**src/rtl/ilv_pkg.sv**
```systemverilog
package ilv_pkg;
    localparam int ROWS = 4;

    // Slot read as the even source at each sequencer step; the low result returns to it.
    function automatic logic [1:0] ev_slot(input logic [1:0] step);
        case (step)
            2'd0:    return 2'd0;
            2'd1:    return 2'd2;
            2'd2:    return 2'd0;
            default: return 2'd1;
        endcase
    endfunction

    // Slot read as the odd source at each step; the high result returns to it.
    function automatic logic [1:0] od_slot(input logic [1:0] step);
        case (step)
            2'd0:    return 2'd1;
            2'd1:    return 2'd3;
            2'd2:    return 2'd2;
            default: return 2'd3;
        endcase
    endfunction

    // First two steps use word elements, last two doubleword elements.
    function automatic logic step_wide(input logic [1:0] step);
        return step[1];
    endfunction

    // Slot holding output column c once the schedule has finished.
    function automatic int col_slot(input int c);
        case (c)
            0:       return 0;
            1:       return 2;
            2:       return 1;
            default: return 3;
        endcase
    endfunction
endpackage

```
**src/rtl/ilv_core.sv**
```systemverilog
module ilv_core #(
    parameter int DW = 128,
    parameter int EW = 32
) (
    input  logic [DW-1:0] ev_i,
    input  logic [DW-1:0] od_i,
    input  logic          hi_i,
    input  logic          wide_i,
    output logic [DW-1:0] res_o
);
    localparam int NN = DW / EW;
    localparam int WW = 2 * EW;
    localparam int NW = DW / WW;

    logic [DW-1:0] nar;
    logic [DW-1:0] wid;

    for (genvar k = 0; k < NN / 2; k++) begin : g_nar
        assign nar[2*k*EW +: EW]     = hi_i ? ev_i[(k+NN/2)*EW +: EW] : ev_i[k*EW +: EW];
        assign nar[(2*k+1)*EW +: EW] = hi_i ? od_i[(k+NN/2)*EW +: EW] : od_i[k*EW +: EW];
    end

    for (genvar k = 0; k < NW / 2; k++) begin : g_wid
        assign wid[2*k*WW +: WW]     = hi_i ? ev_i[(k+NW/2)*WW +: WW] : ev_i[k*WW +: WW];
        assign wid[(2*k+1)*WW +: WW] = hi_i ? od_i[(k+NW/2)*WW +: WW] : od_i[k*WW +: WW];
    end

    assign res_o = wide_i ? wid : nar;
endmodule

```
**src/rtl/ilv_op_stage.sv**
```systemverilog
module ilv_op_stage #(
    parameter int DW = 128,
    parameter int EW = 32
) (
    input  logic          clk_i,
    input  logic          rst_ni,
    input  logic          valid_i,
    input  logic          hi_i,
    input  logic          wide_i,
    input  logic [DW-1:0] ev_i,
    input  logic [DW-1:0] od_i,
    output logic          valid_o,
    output logic [DW-1:0] res_o
);
    typedef struct packed {
        logic          vld;
        logic [DW-1:0] res;
    } op_st_t;

    op_st_t        st_d, st_q;
    logic [DW-1:0] core_res;

    ilv_core #(.DW(DW), .EW(EW)) core_i (
        .ev_i  (ev_i),
        .od_i  (od_i),
        .hi_i  (hi_i),
        .wide_i(wide_i),
        .res_o (core_res)
    );

    always_comb begin
        st_d     = st_q;
        st_d.vld = valid_i;
        if (valid_i) begin
            st_d.res = core_res;
        end
    end

    always_ff @(posedge clk_i or negedge rst_ni) begin
        if (!rst_ni) st_q <= '0;
        else         st_q <= st_d;
    end

    assign valid_o = st_q.vld;
    assign res_o   = st_q.res;
endmodule

```
**src/rtl/ilv_seq.sv**
```systemverilog
module ilv_seq
    import ilv_pkg::*;
#(
    parameter int EW = 32
) (
    input  logic                         clk_i,
    input  logic                         rst_ni,
    input  logic                         start_i,
    input  logic [ROWS-1:0][ROWS*EW-1:0] rows_i,
    output logic                         busy_o,
    output logic                         done_o,
    output logic [ROWS-1:0][ROWS*EW-1:0] cols_o
);
    localparam int DW = ROWS * EW;

    typedef struct packed {
        logic                   busy;
        logic                   done;
        logic [1:0]             step;
        logic [ROWS-1:0][DW-1:0] slot;
    } seq_st_t;

    seq_st_t      st_d, st_q;
    logic [DW-1:0] ev_op, od_op;
    logic [1:0][DW-1:0] core_res;   // [0] low half, [1] high half

    assign ev_op = st_q.slot[ev_slot(st_q.step)];
    assign od_op = st_q.slot[od_slot(st_q.step)];

    for (genvar g = 0; g < 2; g++) begin : g_core
        ilv_core #(.DW(DW), .EW(EW)) core_i (
            .ev_i  (ev_op),
            .od_i  (od_op),
            .hi_i  (g[0]),
            .wide_i(step_wide(st_q.step)),
            .res_o (core_res[g])
        );
    end

    always_comb begin
        st_d      = st_q;
        st_d.done = 1'b0;
        if (!st_q.busy) begin
            if (start_i) begin
                st_d.slot = rows_i;
                st_d.busy = 1'b1;
                st_d.step = 2'd0;
            end
        end else begin
            st_d.slot[ev_slot(st_q.step)] = core_res[0];
            st_d.slot[od_slot(st_q.step)] = core_res[1];
            st_d.step = st_q.step + 2'd1;
            if (st_q.step == 2'd3) begin
                st_d.busy = 1'b0;
                st_d.done = 1'b1;
            end
        end
    end

    always_ff @(posedge clk_i or negedge rst_ni) begin
        if (!rst_ni) st_q <= '0;
        else         st_q <= st_d;
    end

    for (genvar c = 0; c < ROWS; c++) begin : g_col
        assign cols_o[c] = st_q.slot[col_slot(c)];
    end

    assign busy_o = st_q.busy;
    assign done_o = st_q.done;
endmodule

```
**src/rtl/ilv_xpose_unit.sv**
```systemverilog
module ilv_xpose_unit
    import ilv_pkg::*;
#(
    parameter int EW = 32
) (
    input  logic               clk_i,
    input  logic               rst_ni,
    input  logic               op_valid_i,
    input  logic               op_hi_i,
    input  logic               op_wide_i,
    input  logic [ROWS*EW-1:0] op_even_i,
    input  logic [ROWS*EW-1:0] op_odd_i,
    output logic               res_valid_o,
    output logic [ROWS*EW-1:0] res_o,
    input  logic               xp_start_i,
    input  logic [ROWS*EW-1:0] xp_row0_i,
    input  logic [ROWS*EW-1:0] xp_row1_i,
    input  logic [ROWS*EW-1:0] xp_row2_i,
    input  logic [ROWS*EW-1:0] xp_row3_i,
    output logic               xp_busy_o,
    output logic               xp_done_o,
    output logic [ROWS*EW-1:0] xp_col0_o,
    output logic [ROWS*EW-1:0] xp_col1_o,
    output logic [ROWS*EW-1:0] xp_col2_o,
    output logic [ROWS*EW-1:0] xp_col3_o
);
    localparam int DW = ROWS * EW;

    logic [ROWS-1:0][DW-1:0] rows;
    logic [ROWS-1:0][DW-1:0] cols;

    assign rows = {xp_row3_i, xp_row2_i, xp_row1_i, xp_row0_i};

    ilv_op_stage #(.DW(DW), .EW(EW)) op_i (
        .clk_i  (clk_i),
        .rst_ni (rst_ni),
        .valid_i(op_valid_i),
        .hi_i   (op_hi_i),
        .wide_i (op_wide_i),
        .ev_i   (op_even_i),
        .od_i   (op_odd_i),
        .valid_o(res_valid_o),
        .res_o  (res_o)
    );

    ilv_seq #(.EW(EW)) seq_i (
        .clk_i  (clk_i),
        .rst_ni (rst_ni),
        .start_i(xp_start_i),
        .rows_i (rows),
        .busy_o (xp_busy_o),
        .done_o (xp_done_o),
        .cols_o (cols)
    );

    assign xp_col0_o = cols[0];
    assign xp_col1_o = cols[1];
    assign xp_col2_o = cols[2];
    assign xp_col3_o = cols[3];
endmodule

```
**config.mk**
```make
export PLATFORM = sky130hd
export DESIGN_NAME = ilv_xpose_unit
export DESIGN_NICKNAME = d
export VERILOG_FILES = /design/src/rtl/ilv_pkg.sv /design/src/rtl/ilv_core.sv /design/src/rtl/ilv_op_stage.sv /design/src/rtl/ilv_seq.sv /design/src/rtl/ilv_xpose_unit.sv
export SDC_FILE = /design/constraint.sdc
export NUM_CORES = 2
export LEC_CHECK = 0
export BUFFER_PORTS_ARGS = -buffer_cell sky130_fd_sc_hd__buf_2
export CORE_AREA = 3 3 552 554
export CTS_BUF_LIST = sky130_fd_sc_hd__clkbuf_8 sky130_fd_sc_hd__clkbuf_16
export CTS_CLUSTER_DIAMETER = 60
export DETAILED_ROUTE_END_ITERATION = 8
export DIE_AREA = 0 0 555 557
export GPL_TIMING_DRIVEN = 1
export PLACE_DENSITY_LB_ADDON = 0.08
export SLEW_MARGIN = 20
export SYNTH_ARGS = -nofsm -noshare
export SYNTH_HDL_FRONTEND = slang
export SYNTH_SLANG_ARGS = --single-unit
```
**constraint.sdc**
```tcl
create_clock -name clk_i -period 2.2 [get_ports clk_i]
set_input_delay 0.22 -clock clk_i [delete_from_list [all_inputs] [get_ports clk_i]]
set_output_delay 0.22 -clock clk_i [all_outputs]
set_load 0.1 [all_outputs]
```
==> impl_metrics.tcl <==
set metrics [dict create \
    wl_met1_um 180000 \
    path_max_fanout 7 \
    summed_instance_area_of_the_synthesized_netlist_sq_mm 0.0468 \
    cts.clk_slew.worst_paths_ns 0.05 \
    endpoint_kind "flop" \
    place.port_buffers 1416 \
    buf_inv_stages_crit_path 7 \
    worst_slew_pin_slew_ns 0.739 \
    met3_length_um 23200 \
    globalplace.congestion 0.911 \
    max_freq_ghz 0.412 \
    detail_route.wl_per_cell_um 36.5 \
    yosys_warnings 0 \
    critical-path-slowest-cell "sky130_fd_sc_hd__dfrtp_2" \
    synth.yosys.seq_area_share 0.345 \
    drt-initial-drc-count 4646 \
    run_status "complete, but fails checks" \
    route.detailed.drc 0 \
    floorplan.core_area_sq_mm 0.300 \
    path_class "reg2reg" \
    worst_reg_to_reg_setup_slack_ns -0.22 \
    ff_latch_area_sq_mm 0.0161 \
    cts_tree "built" \
    dominantRegCellSynth "sky130_fd_sc_hd__dfrtp_1" \
    design.portCount 1417 \
    timing_hold_violations_final 0 \
    final_cell_mix "sky130_fd_sc_hd__buf_2, sky130_fd_sc_hd__dlygate4sd3_1, sky130_fd_sc_hd__dfrtp_1" \
    drive_above_1_share 0.543 \
    ctsRootBufferMaster "sky130_fd_sc_hd__clkbuf_16" \
    ant_nets 0 \
    row_count 201 \
    yosysUniqueCellTypes 51 \
    n_fill_cell 31900 \
    grt_antenna_before_repair 127 \
    detailedPlacementHpwl_um 307000 \
    effective_utilization_at_floorplan 0.156 \
    final.min_clock_period_ns 2.42 \
    crit_path_start_kind "flop" \
    fp.dieH_um 557 \
    cp_cell_sequence "buf_6 > ha_4 > buf_12 > buf_16 > buf_16 > buf_12 > clkbuf_16 > buf_4 > mux2_2 > a222oi_1 > a21oi_1" \
    design.die.area_sq_mm 0.309 \
    clkLatencyLatePin_ns 0.82 \
    timing.max_cap.violations 0 \
    slew-limit-headroom 0.508 \
    max_incr_delay_on_cp_ns 0.45 \
    multi_input_area_sq_mm 0.0296 \
    violations "setup timing" \
    dpl_cell_area_sq_mm 0.0612 \
    clock-sinks 645 \
    overflow 0 \
    die_x_um 555 \
    maxUsedRoutingLayer "met5" \
    first_pass_grt_wire_length_um 513000 \
    postSynth.asyncResetShare 1.00 \
    worst_path_dominant_cell_family "buffers and inverters" \
    mostFrequentLayoutCell "sky130_fd_sc_hd__buf_2" \
    via_count_of_the_first_global_routing_pass 53000 \
    grt_usage 0.241 \
    synthesized_netlist_cell_count 4636 \
    worst-endpoint-arrival_ns 3.10 \
    drt_wl_total_um 405000 \
    syn_nets 5416 \
    drt-pass1-iter-count 8 \
    cts-htree-levels 4 \
    flops_latches_synth 645 \
    min_delay_path_class "in2reg" \
    stdcell_area_sq_mm 0.0825 \
    setup-violations-final 529 \
    syn_to_final_growth_pct 76.3 \
    synth.avg_cell_area_sq_um 10.1 \
    grt_start_max_net_pins 86 \
    met2WireLength_um 186000 \
    routed_via_density 4.81 \
    setup_ws_ns -0.225 \
    synth_enable_flop_cells 0 \
    final_cycle_utilization_of_the_critical_path 1.10 \
    clock_tree.buffer_depth 4 \
    maxSlewViolCount 0 \
    timing.clock.skew_ns 0.0415 \
    route.vias.total 53300 \
    rsz_0062_raised_after_global_routing "yes" \
    critical_path_required_ns 2.87 \
    tritoncts.num_buffers 138 \
    fin_nets 7760 \
]
==> state kept, by name, indices dropped and copies added, names as in the netlist <==
register and cells:
seq_i.busy_o 1, seq_i.st_q 2, op_i.valid_o 1, op_i.res_o 128, seq_i.done_o 1, seq_i.cols_o 512
==> worst paths after layout <==
check,endpoint,depth (start not counted),from
min in group asynchronous,seq_i.cols_o[498]$_DFFE_PN0P_,3,rst_ni
max,seq_i.cols_o[139]$_DFFE_PN0P_,11,seq_i.st_q[513]$_DFFE_PN0P_
max in group asynchronous,seq_i.cols_o[108]$_DFFE_PN0P_,4,rst_ni
min,seq_i.cols_o[162]$_DFFE_PN0P_,4,xp_row2_i[34]
min reg2reg,op_i.res_o[54]$_DFFE_PN0P_,1,op_i.res_o[54]$_DFFE_PN0P_
max reg2reg,seq_i.cols_o[139]$_DFFE_PN0P_,11,seq_i.st_q[513]$_DFFE_PN0P_
==> metrics by stage <==
step | utilization | instances | hold slack [ns] | setup TNS (ns) | setup slack, ns
after detailed placement | 0.204 | 9797 | 0.198 | -87.82 | -0.536
after global routing | 0.275 | 11100 | 0.0223 | -103.63 | -0.301
after floorplan | - | 4636 | -0.0756 | -0.0713 | -0.00923
final | 0.275 | 11100 | 0.0485 | -59.42 | -0.225
after global placement | 0.204 | 9797 | 0.191 | -79.40 | -0.482
after CTS | 0.255 | 10900 | 0.000229 | -75.06 | -0.232
==> Yosys cell counts, types with 7 or more instances <==
cell type | number | area share
sky130_fd_sc_hd__buf_2 | 165 | 0.018
sky130_fd_sc_hd__a221oi_2 | 75 | 0.024
sky130_fd_sc_hd__a222oi_1 | 63 | 0.013
sky130_fd_sc_hd__or3_1 | 98 | 0.013
sky130_fd_sc_hd__o31ai_1 | 32 | 0.0051
sky130_fd_sc_hd__buf_6 | 15 | 0.0036
sky130_fd_sc_hd__o21ai_1 | 27 | 0.0029
sky130_fd_sc_hd__mux4_2 | 96 | 0.046
sky130_fd_sc_hd__nor2_1 | 201 | 0.016
sky130_fd_sc_hd__nand2_1 | 73 | 0.0059
sky130_fd_sc_hd__buf_4 | 548 | 0.088
sky130_fd_sc_hd__o221ai_1 | 224 | 0.042
sky130_fd_sc_hd__a22oi_1 | 125 | 0.020
sky130_fd_sc_hd__buf_1 | 21 | 0.0017
sky130_fd_sc_hd__o22ai_1 | 223 | 0.030
sky130_fd_sc_hd__and3_1 | 128 | 0.017
sky130_fd_sc_hd__mux2i_1 | 387 | 0.083
sky130_fd_sc_hd__nor2_2 | 7 | 0.00094
sky130_fd_sc_hd__clkbuf_1 | 231 | 0.019
sky130_fd_sc_hd__dfrtp_1 | 645 | 0.35
sky130_fd_sc_hd__a221oi_1 | 148 | 0.028
sky130_fd_sc_hd__a21oi_1 | 417 | 0.045
sky130_fd_sc_hd__mux2_2 | 411 | 0.099
sky130_fd_sc_hd__o21ai_0 | 197 | 0.021
sky130_fd_sc_hd__o2bb2ai_1 | 33 | 0.0062
==> logic make-up (layout without fill, tap and decap cells) <==
logic type | count (synthesis) | after routing | share of synthesized area
flops | 645 | 645 | 0.345
fa+ha+maj | 6 | 6 | 0.00160
buf+inv | 987 | 3433 | 0.130
compound gates | 1576 | 1576 | 0.239
mux | 895 | 895 | 0.228
simple gates | 527 | 528 | 0.0560
other cells | 0 | 52 | 0
==> metal layers <==
layer  up-vias  track usage
met5         -            0
met4        26       0.0751
met3       572       0.0380
met2      2447        0.383
met1     27700        0.334
li1      22600            -
==> area by class of cell <==
cell class,count,area share
repair buffers,3184,0.327
clock buffers,157,0.0454
well taps,3958,0.0600
diodes,52,0.00158
flip-flops and latches,645,0.196
clock inverters,86,0.0103
inverters,6,0.000410
multi-input cells,3005,0.359
==> repair_timing <==
item	4_1_cts	5_1_grt
hold buffers	777	0
pin swaps	41	191
cloned	25	45
hold endpoints to repair	1128	0
setup buffers	63	127
endpoints found under the setup margin	563	553
gates resized for setup	312	821
==> worst register-to-register path: stages, from the launching register on <==
cell	delay (ns)
sky130_fd_sc_hd__dfrtp_2	0.45
sky130_fd_sc_hd__buf_6	0.14
sky130_fd_sc_hd__ha_4	0.18
sky130_fd_sc_hd__buf_12	0.15
sky130_fd_sc_hd__buf_16	0.15
sky130_fd_sc_hd__buf_16	0.18
sky130_fd_sc_hd__buf_12	0.15
sky130_fd_sc_hd__clkbuf_16	0.15
sky130_fd_sc_hd__buf_4	0.13
sky130_fd_sc_hd__mux2_2	0.25
sky130_fd_sc_hd__a222oi_1	0.23
sky130_fd_sc_hd__a21oi_1	0.12
Power is not shown: default switching activity piles up to over one toggle a cycle in this logic, so the estimate is an artifact.
